[src/rtl/pmt_pkg.sv]
package pmt_pkg;

   typedef enum logic [1:0] {
      OP_RD_LO = 2'b00,
      OP_RD_HI = 2'b01,
      OP_WR_LO = 2'b10,
      OP_WR_HI = 2'b11
   } tbl_op_e;

   localparam int PWORD_W = 24;
   localparam int DWORD_W = 16;
   localparam int LANES   = PWORD_W / 8;

   function automatic logic [PWORD_W-1:0] cfg_word(input logic [PWORD_W-1:0] base,
                                                    input logic [PWORD_W-1:0] step,
                                                    input int unsigned        idx);
      logic [PWORD_W-1:0] k;
      logic [PWORD_W-1:0] prod;
      k    = PWORD_W'(idx);
      prod = step * k;
      return base + prod;
   endfunction

endpackage

[src/rtl/pmt_addr_decode.sv]
module pmt_addr_decode #(
   parameter int PAGE_W = 8,
   parameter int EA_W   = 16,
   parameter int UAW    = 6,
   parameter int CAW    = 4
) (
   input  logic [PAGE_W-1:0] page,
   input  logic [EA_W-1:0]   ea,
   output logic              cfg_sel,
   output logic              bsel,
   output logic [UAW-1:0]    uidx,
   output logic [CAW-1:0]    cidx
);
   logic page_unused;
   logic ea_unused;

   assign cfg_sel     = page[PAGE_W-1];
   assign bsel        = ea[0];
   assign uidx        = ea[UAW:1];
   assign cidx        = ea[CAW:1];
   assign page_unused = ^page;
   assign ea_unused   = ^ea;
endmodule

[src/rtl/pmt_lane_map.sv]
module pmt_lane_map
   import pmt_pkg::*;
(
   input  tbl_op_e              op,
   input  logic                 byte_mode,
   input  logic                 bsel,
   input  logic [DWORD_W-1:0]   wdata,
   input  logic [PWORD_W-1:0]   word,
   output logic [DWORD_W-1:0]   rd_fmt,
   output logic [LANES-1:0]     be,
   output logic [PWORD_W-1:0]   wword
);
   always_comb begin
      rd_fmt = '0;
      be     = '0;
      wword  = byte_mode ? {3{wdata[7:0]}} : {wdata[7:0], wdata};
      unique case (op)
         OP_RD_LO: begin
            if (!byte_mode)  rd_fmt = word[15:0];
            else if (bsel)   rd_fmt = {8'h00, word[15:8]};
            else             rd_fmt = {8'h00, word[7:0]};
         end
         OP_RD_HI: begin
            if (!(byte_mode && bsel)) rd_fmt = {8'h00, word[23:16]};
         end
         OP_WR_LO: begin
            if (!byte_mode)  be = 3'b011;
            else if (bsel)   be = 3'b010;
            else             be = 3'b001;
         end
         OP_WR_HI: begin
            if (!(byte_mode && bsel)) be = 3'b100;
         end
         default: ;
      endcase
   end
endmodule

[src/rtl/pmt_word_store.sv]
module pmt_word_store
   import pmt_pkg::*;
#(
   parameter int DEPTH = 64,
   localparam int AW   = $clog2(DEPTH)
) (
   input  logic               clk,
   input  logic [LANES-1:0]   we_lane,
   input  logic [AW-1:0]      waddr,
   input  logic [PWORD_W-1:0] wword,
   input  logic [AW-1:0]      raddr,
   output logic [PWORD_W-1:0] rword
);
   for (genvar g = 0; g < LANES; g++) begin : g_lane
      logic [7:0] lane_mem [DEPTH];
      always_ff @(posedge clk) begin
         if (we_lane[g]) lane_mem[waddr] <= wword[g*8 +: 8];
      end
      assign rword[g*8 +: 8] = lane_mem[raddr];
   end
endmodule

[src/rtl/pmt_cfg_rom.sv]
module pmt_cfg_rom
   import pmt_pkg::*;
#(
   parameter int                 CAW      = 4,
   parameter logic [PWORD_W-1:0] CFG_BASE = 24'h3C0011,
   parameter logic [PWORD_W-1:0] CFG_STEP = 24'h010101
) (
   input  logic [CAW-1:0]     raddr,
   output logic [PWORD_W-1:0] rword
);
   assign rword = cfg_word(CFG_BASE, CFG_STEP, {{(32-CAW){1'b0}}, raddr});
endmodule

[src/rtl/pmem_table_port.sv]
module pmem_table_port
   import pmt_pkg::*;
#(
   parameter int                 PAGE_W     = 8,
   parameter int                 EA_W       = 16,
   parameter int                 USER_DEPTH = 64,
   parameter int                 CFG_DEPTH  = 16,
   parameter logic [PWORD_W-1:0] CFG_BASE   = 24'h3C0011,
   parameter logic [PWORD_W-1:0] CFG_STEP   = 24'h010101
) (
   input  logic              clk,
   input  logic              rst,
   input  logic              page_we,
   input  logic [PAGE_W-1:0] page_wdata,
   input  logic              req_valid,
   output logic              req_ready,
   input  logic [1:0]        req_op,
   input  logic              req_byte,
   input  logic [EA_W-1:0]   req_ea,
   input  logic [15:0]       req_wdata,
   output logic [15:0]       rdata,
   output logic              rvalid,
   output logic              write_error
);
   localparam int UAW = $clog2(USER_DEPTH);
   localparam int CAW = $clog2(CFG_DEPTH);

   if (PAGE_W < 2)                   begin : g_bad_page  $error("PAGE_W must be at least 2"); end
   if (USER_DEPTH != (1 << UAW))     begin : g_bad_udep  $error("USER_DEPTH must be a power of two"); end
   if (CFG_DEPTH != (1 << CAW))      begin : g_bad_cdep  $error("CFG_DEPTH must be a power of two"); end
   if (UAW < 1 || UAW > EA_W - 1)    begin : g_bad_uaw   $error("USER_DEPTH out of range for EA_W"); end
   if (CAW < 1 || CAW > EA_W - 1)    begin : g_bad_caw   $error("CFG_DEPTH out of range for EA_W"); end

   // page register and ready
   logic [PAGE_W-1:0] page_q;
   logic              ready_q;

   always_ff @(posedge clk) begin
      if (rst) begin
         page_q  <= '0;
         ready_q <= 1'b0;
      end else begin
         ready_q <= 1'b1;
         if (page_we) page_q <= page_wdata;
      end
   end
   assign req_ready = ready_q;

   AST_PAGE_LOAD: assert property (@(posedge clk) disable iff (rst)
      ($past(page_we) && !$past(rst)) |-> (page_q == $past(page_wdata)));

   // address formation
   logic           cfg_sel, bsel;
   logic [UAW-1:0] uidx;
   logic [CAW-1:0] cidx;

   pmt_addr_decode #(.PAGE_W(PAGE_W), .EA_W(EA_W), .UAW(UAW), .CAW(CAW)) u_dec (
      .page(page_q), .ea(req_ea), .cfg_sel(cfg_sel), .bsel(bsel), .uidx(uidx), .cidx(cidx));

   tbl_op_e op;
   logic    acc, is_wr;
   assign op    = tbl_op_e'(req_op);
   assign acc   = req_valid && ready_q;
   assign is_wr = req_op[1];

   // storage
   logic [PWORD_W-1:0] u_word, c_word, sel_word, wword;
   logic [LANES-1:0]   be, st_we;
   logic [15:0]        rd_fmt;

   pmt_cfg_rom #(.CAW(CAW), .CFG_BASE(CFG_BASE), .CFG_STEP(CFG_STEP)) u_rom (
      .raddr(cidx), .rword(c_word));

   assign sel_word = cfg_sel ? c_word : u_word;

   pmt_lane_map u_lane (
      .op(op), .byte_mode(req_byte), .bsel(bsel), .wdata(req_wdata), .word(sel_word),
      .rd_fmt(rd_fmt), .be(be), .wword(wword));

   assign st_we = be & {LANES{acc && is_wr && !cfg_sel}};

   AST_NO_CFG_STORE: assert property (@(posedge clk) disable iff (rst)
      (|st_we) |-> !cfg_sel);

   pmt_word_store #(.DEPTH(USER_DEPTH)) u_store (
      .clk(clk), .we_lane(st_we), .waddr(uidx), .wword(wword), .raddr(uidx), .rword(u_word));

   // response
   always_ff @(posedge clk) begin
      if (rst) begin
         rvalid      <= 1'b0;
         write_error <= 1'b0;
         rdata       <= '0;
      end else begin
         rvalid      <= acc && !is_wr;
         write_error <= acc && is_wr && cfg_sel;
         if (acc && !is_wr) rdata <= rd_fmt;
      end
   end

   AST_RVALID_CAUSE: assert property (@(posedge clk) disable iff (rst)
      rvalid |-> $past(acc && !is_wr));
   AST_READ_ANSWERED: assert property (@(posedge clk) disable iff (rst)
      (acc && !is_wr) |=> rvalid);
   AST_ERR_CAUSE: assert property (@(posedge clk) disable iff (rst)
      write_error |-> $past(acc && is_wr && cfg_sel));
   AST_PHANTOM_ZERO: assert property (@(posedge clk) disable iff (rst)
      (rvalid && $past(req_op == OP_RD_HI)) |-> (rdata[15:8] == 8'h00));
endmodule

[config.mk]
export PLATFORM = sky130hd
export DESIGN_NAME = pmem_table_port
export DESIGN_NICKNAME = d
export VERILOG_FILES = /design/src/rtl/pmt_pkg.sv /design/src/rtl/pmt_addr_decode.sv /design/src/rtl/pmt_lane_map.sv /design/src/rtl/pmt_word_store.sv /design/src/rtl/pmt_cfg_rom.sv /design/src/rtl/pmem_table_port.sv
export SDC_FILE = /design/constraint.sdc
export NUM_CORES = 2
export LEC_CHECK = 0
export ABC_AREA = 1
export BUFFER_PORTS_ARGS = -buffer_cell sky130_fd_sc_hd__buf_2
export CORE_MARGIN = 10
export CORE_UTILIZATION = 50
export CTS_BUF_LIST = sky130_fd_sc_hd__clkbuf_4
export DETAILED_ROUTE_END_ITERATION = 12
export PLACE_DENSITY = 0.61
export SETUP_SLACK_MARGIN = 0.3
export SLEW_MARGIN = 20
export SYNTH_ARGS = -nofsm -noshare
export SYNTH_HDL_FRONTEND = slang
export SYNTH_HIERARCHICAL = 1
export SYNTH_SLANG_ARGS = --single-unit
[constraint.sdc]
create_clock -name clk -period 6.3 [get_ports clk]
set_input_delay 0.315 -clock clk [delete_from_list [all_inputs] [get_ports clk]]
set_output_delay 0.315 -clock clk [all_outputs]
set_load 0.02 [all_outputs]
==> impl_metrics.csv <==
group,metric,value,unit
layout,drive_gt1_share,13.1,%
min_path,hold_path_class,"in -> reg",
sta,finalSetupTns,0,ns
global_route,grt_pass1_vias,41800,
sta,drv_slew,0,
global_route,grt_pass1_wl,263000,um
placed_design,place_hpwl,98700,um
cts,htreeDepth,5,
placed_design,placed_area,66300,sq um
power,vdd_drop_max,0.193,mV
job,max_cap_violations,0,
power,p_per_area,295,nW/um^2
setup_path,arrival,6.38,ns
cts,clk_path_buf_depth,4,
layout,design_area,71700,sq um
sta,clock_skew,0.0727,ns
floorplanning,dieWidth,381,um
layout,layout_common_cells,"2118 x nand2_1, 1536 x edfxtp_1, 1320 x nand3_1",
setup_path,cp-end-kind,"register",
sta,clock.fmax,0.193,GHz
layout,finish.utilization,55.4,%
route,first_pass_iters,6,
cts,ctsHoldBuffers,48,
cts,cts-resized-gates,0,
layout,syn_to_final_growth,10.0,%
sta,timing.final.crit_period,5.18,ns
min_path,holdPathStages,2,
floorplanning,io_pins,66,
min_path,whs_endpoint,"u_store/g_lane[2].lane_mem[38][4]",
floorplanning,die_h,381,um
sta,hold_viol_final,0,
global_route,grt_usage,23.7,%
floorplanning,num_rows,132,
route,drtIter0Drc,5339,
cts,clk_pin_slew_worst_paths,0.07,ns
cts,clk_latency,1.31,ns
placed_design,gp_congestion,0.859,
sta,relSlewSlack,21.0,%
status,status,"completed",
global_route,antenna_found_initial,6,
synthesis,synthesis.area,65200,sq um
route,ant_nets,0,
cts,post-cts-setup-buffer-count,0,
cts,clock_sinks,1556,
setup_path,r2r-end,"rdata[7]",
global_route,grt_max_degree,217,
setup_path,critPathMaxFanout,145,
setup_path,r2r_cells,19,
layout,final_common_cell,"nand2_1",
route,totalWireLength,177000,um
route,dr_total_vias,44300,
synthesis,netlist_instances,5772,
layout,nNetsFinal,6020,
setup_path,r2r-start,"u_store/g_lane[1].lane_mem[51][7]",
synthesis,synth_warnings,6,
floorplanning,coreArea,129000,sq um
min_path,min_from,"req_wdata[4]",
placed_design,portBuffers,49,
floorplanning,fp.dieArea,145000,sq um
route,drc,0,
route,via_per_inst,5.56,
global_route,grt_overflow_total,0,
setup_path,start_kind,"input port",
setup_path,reg2reg_slack,2.36,ns
sta,period_share,82.2,%
route,wl_per_cell,22.2,um
cts,tritoncts,"yes",
cts,root_buffer,"clkbuf_4",
synthesis,syn_area_per_cell,11.3,sq um
sta,setup_viol,0,
floorplanning,start_util,50.3,%
power,total_leakage_power,26.3,nW
setup_path,crit_type,"in -> reg",
setup_path,crit_required,7.51,ns
sta,grt_setup_unrepaired,"false",
sta,worst-slew-pin-transition,1.18,ns
cts,cts_made_buffers,404,
-- power by group --
part	total [mW]	internal, mW	switching, mW
sequential	11.4	11.4	0.00449
clock	8.30	4.36	3.93
combinational	1.45	0.340	1.11
total	21.2	16.1	5.05
-- sequential cells by signal, indices dropped and copies added, names as in the netlist --
signal	flops
rdata	16
req_ready	1
rvalid	1
write_error	1
u_store/g_lane.lane_mem	1536
page_q	1
-- how the worst max path moves through the flow --
| stage | to | depth (start not counted) | from |
|---|---|---|---|
| finish | rdata[7] | 24 | req_ea[1] |
| global route | rdata[7] | 24 | req_ea[1] |
| CTS | rdata[7] | 23 | req_ea[1] |
| detailed placement | u_store/g_lane[1].lane_mem[27][2] | 6 | req_ea[2] |
| global placement | u_store/g_lane[0].lane_mem[40][5] | 5 | req_ea[3] |
| floorplan | u_store/g_lane[1].lane_mem[0][4] | 3 | req_byte |
-- cell type report --
cell class | count | area (sq um)
diodes | 7 | 17.5
clock buffers | 591 | 4440
clock inverters | 74 | 364
fillers | 11000 | 57800
inverters | 81 | 337
multi-input cells | 3725 | 16100
flip-flops and latches | 1556 | 46500
well taps | 1742 | 2180
repair buffers | 199 | 1740
-- stage by stage --
| stage | setup slack [ns] | total power [mW] | std cells | hold slack (ns) |
|---|---|---|---|---|
| after floorplan | 2.43 | 12.6 | 5778 | 0.387 |
| after global placement | 2.26 | 13.0 | 7254 | 0.500 |
| after detailed placement | 2.14 | 13.0 | 7254 | 0.503 |
| after CTS | 1.58 | 21.3 | 7967 | 0.00209 |
| after global routing | 1.16 | 22.0 | 7974 | 0.0241 |
| final | 1.12 | 21.2 | 7975 | 0.118 |
-- routing by layer --
layer	wire length [um]	global-route usage [%]	vias up	part of all wire, %
li1	-	-	20600	-
met1	74200	33.6	21400	42
met2	80300	35.5	2027	45
met3	16700	5.33	280	9.4
met4	5750	9.46	2	3.3
met5	16	0	-	0.0090
-- worst max-delay path: stages --
cell and delay [ns]:
dlygate4sd3_1 0.62, buf_8 0.47, inv_16 0.22, buf_16 0.32
buf_12 0.38, nand2_1 0.14, nand3_1 0.07, nand3_1 0.12
nand2_1 0.18, nand2_1 0.11, nand3_1 0.19, nand3_1 0.17
nand2_1 0.18, nand2_1 0.12, nand2_1 0.05, inv_1 0.12
nand3_1 0.08, dlygate4sd3_1 0.59, nand3_1 0.08, dlygate4sd3_1 0.55
nand2_1 0.05, dlygate4sd3_1 0.55, nor2_1 0.11, nor2_1 0.06
No activity file was read; power rests on OpenSTA's default activity.
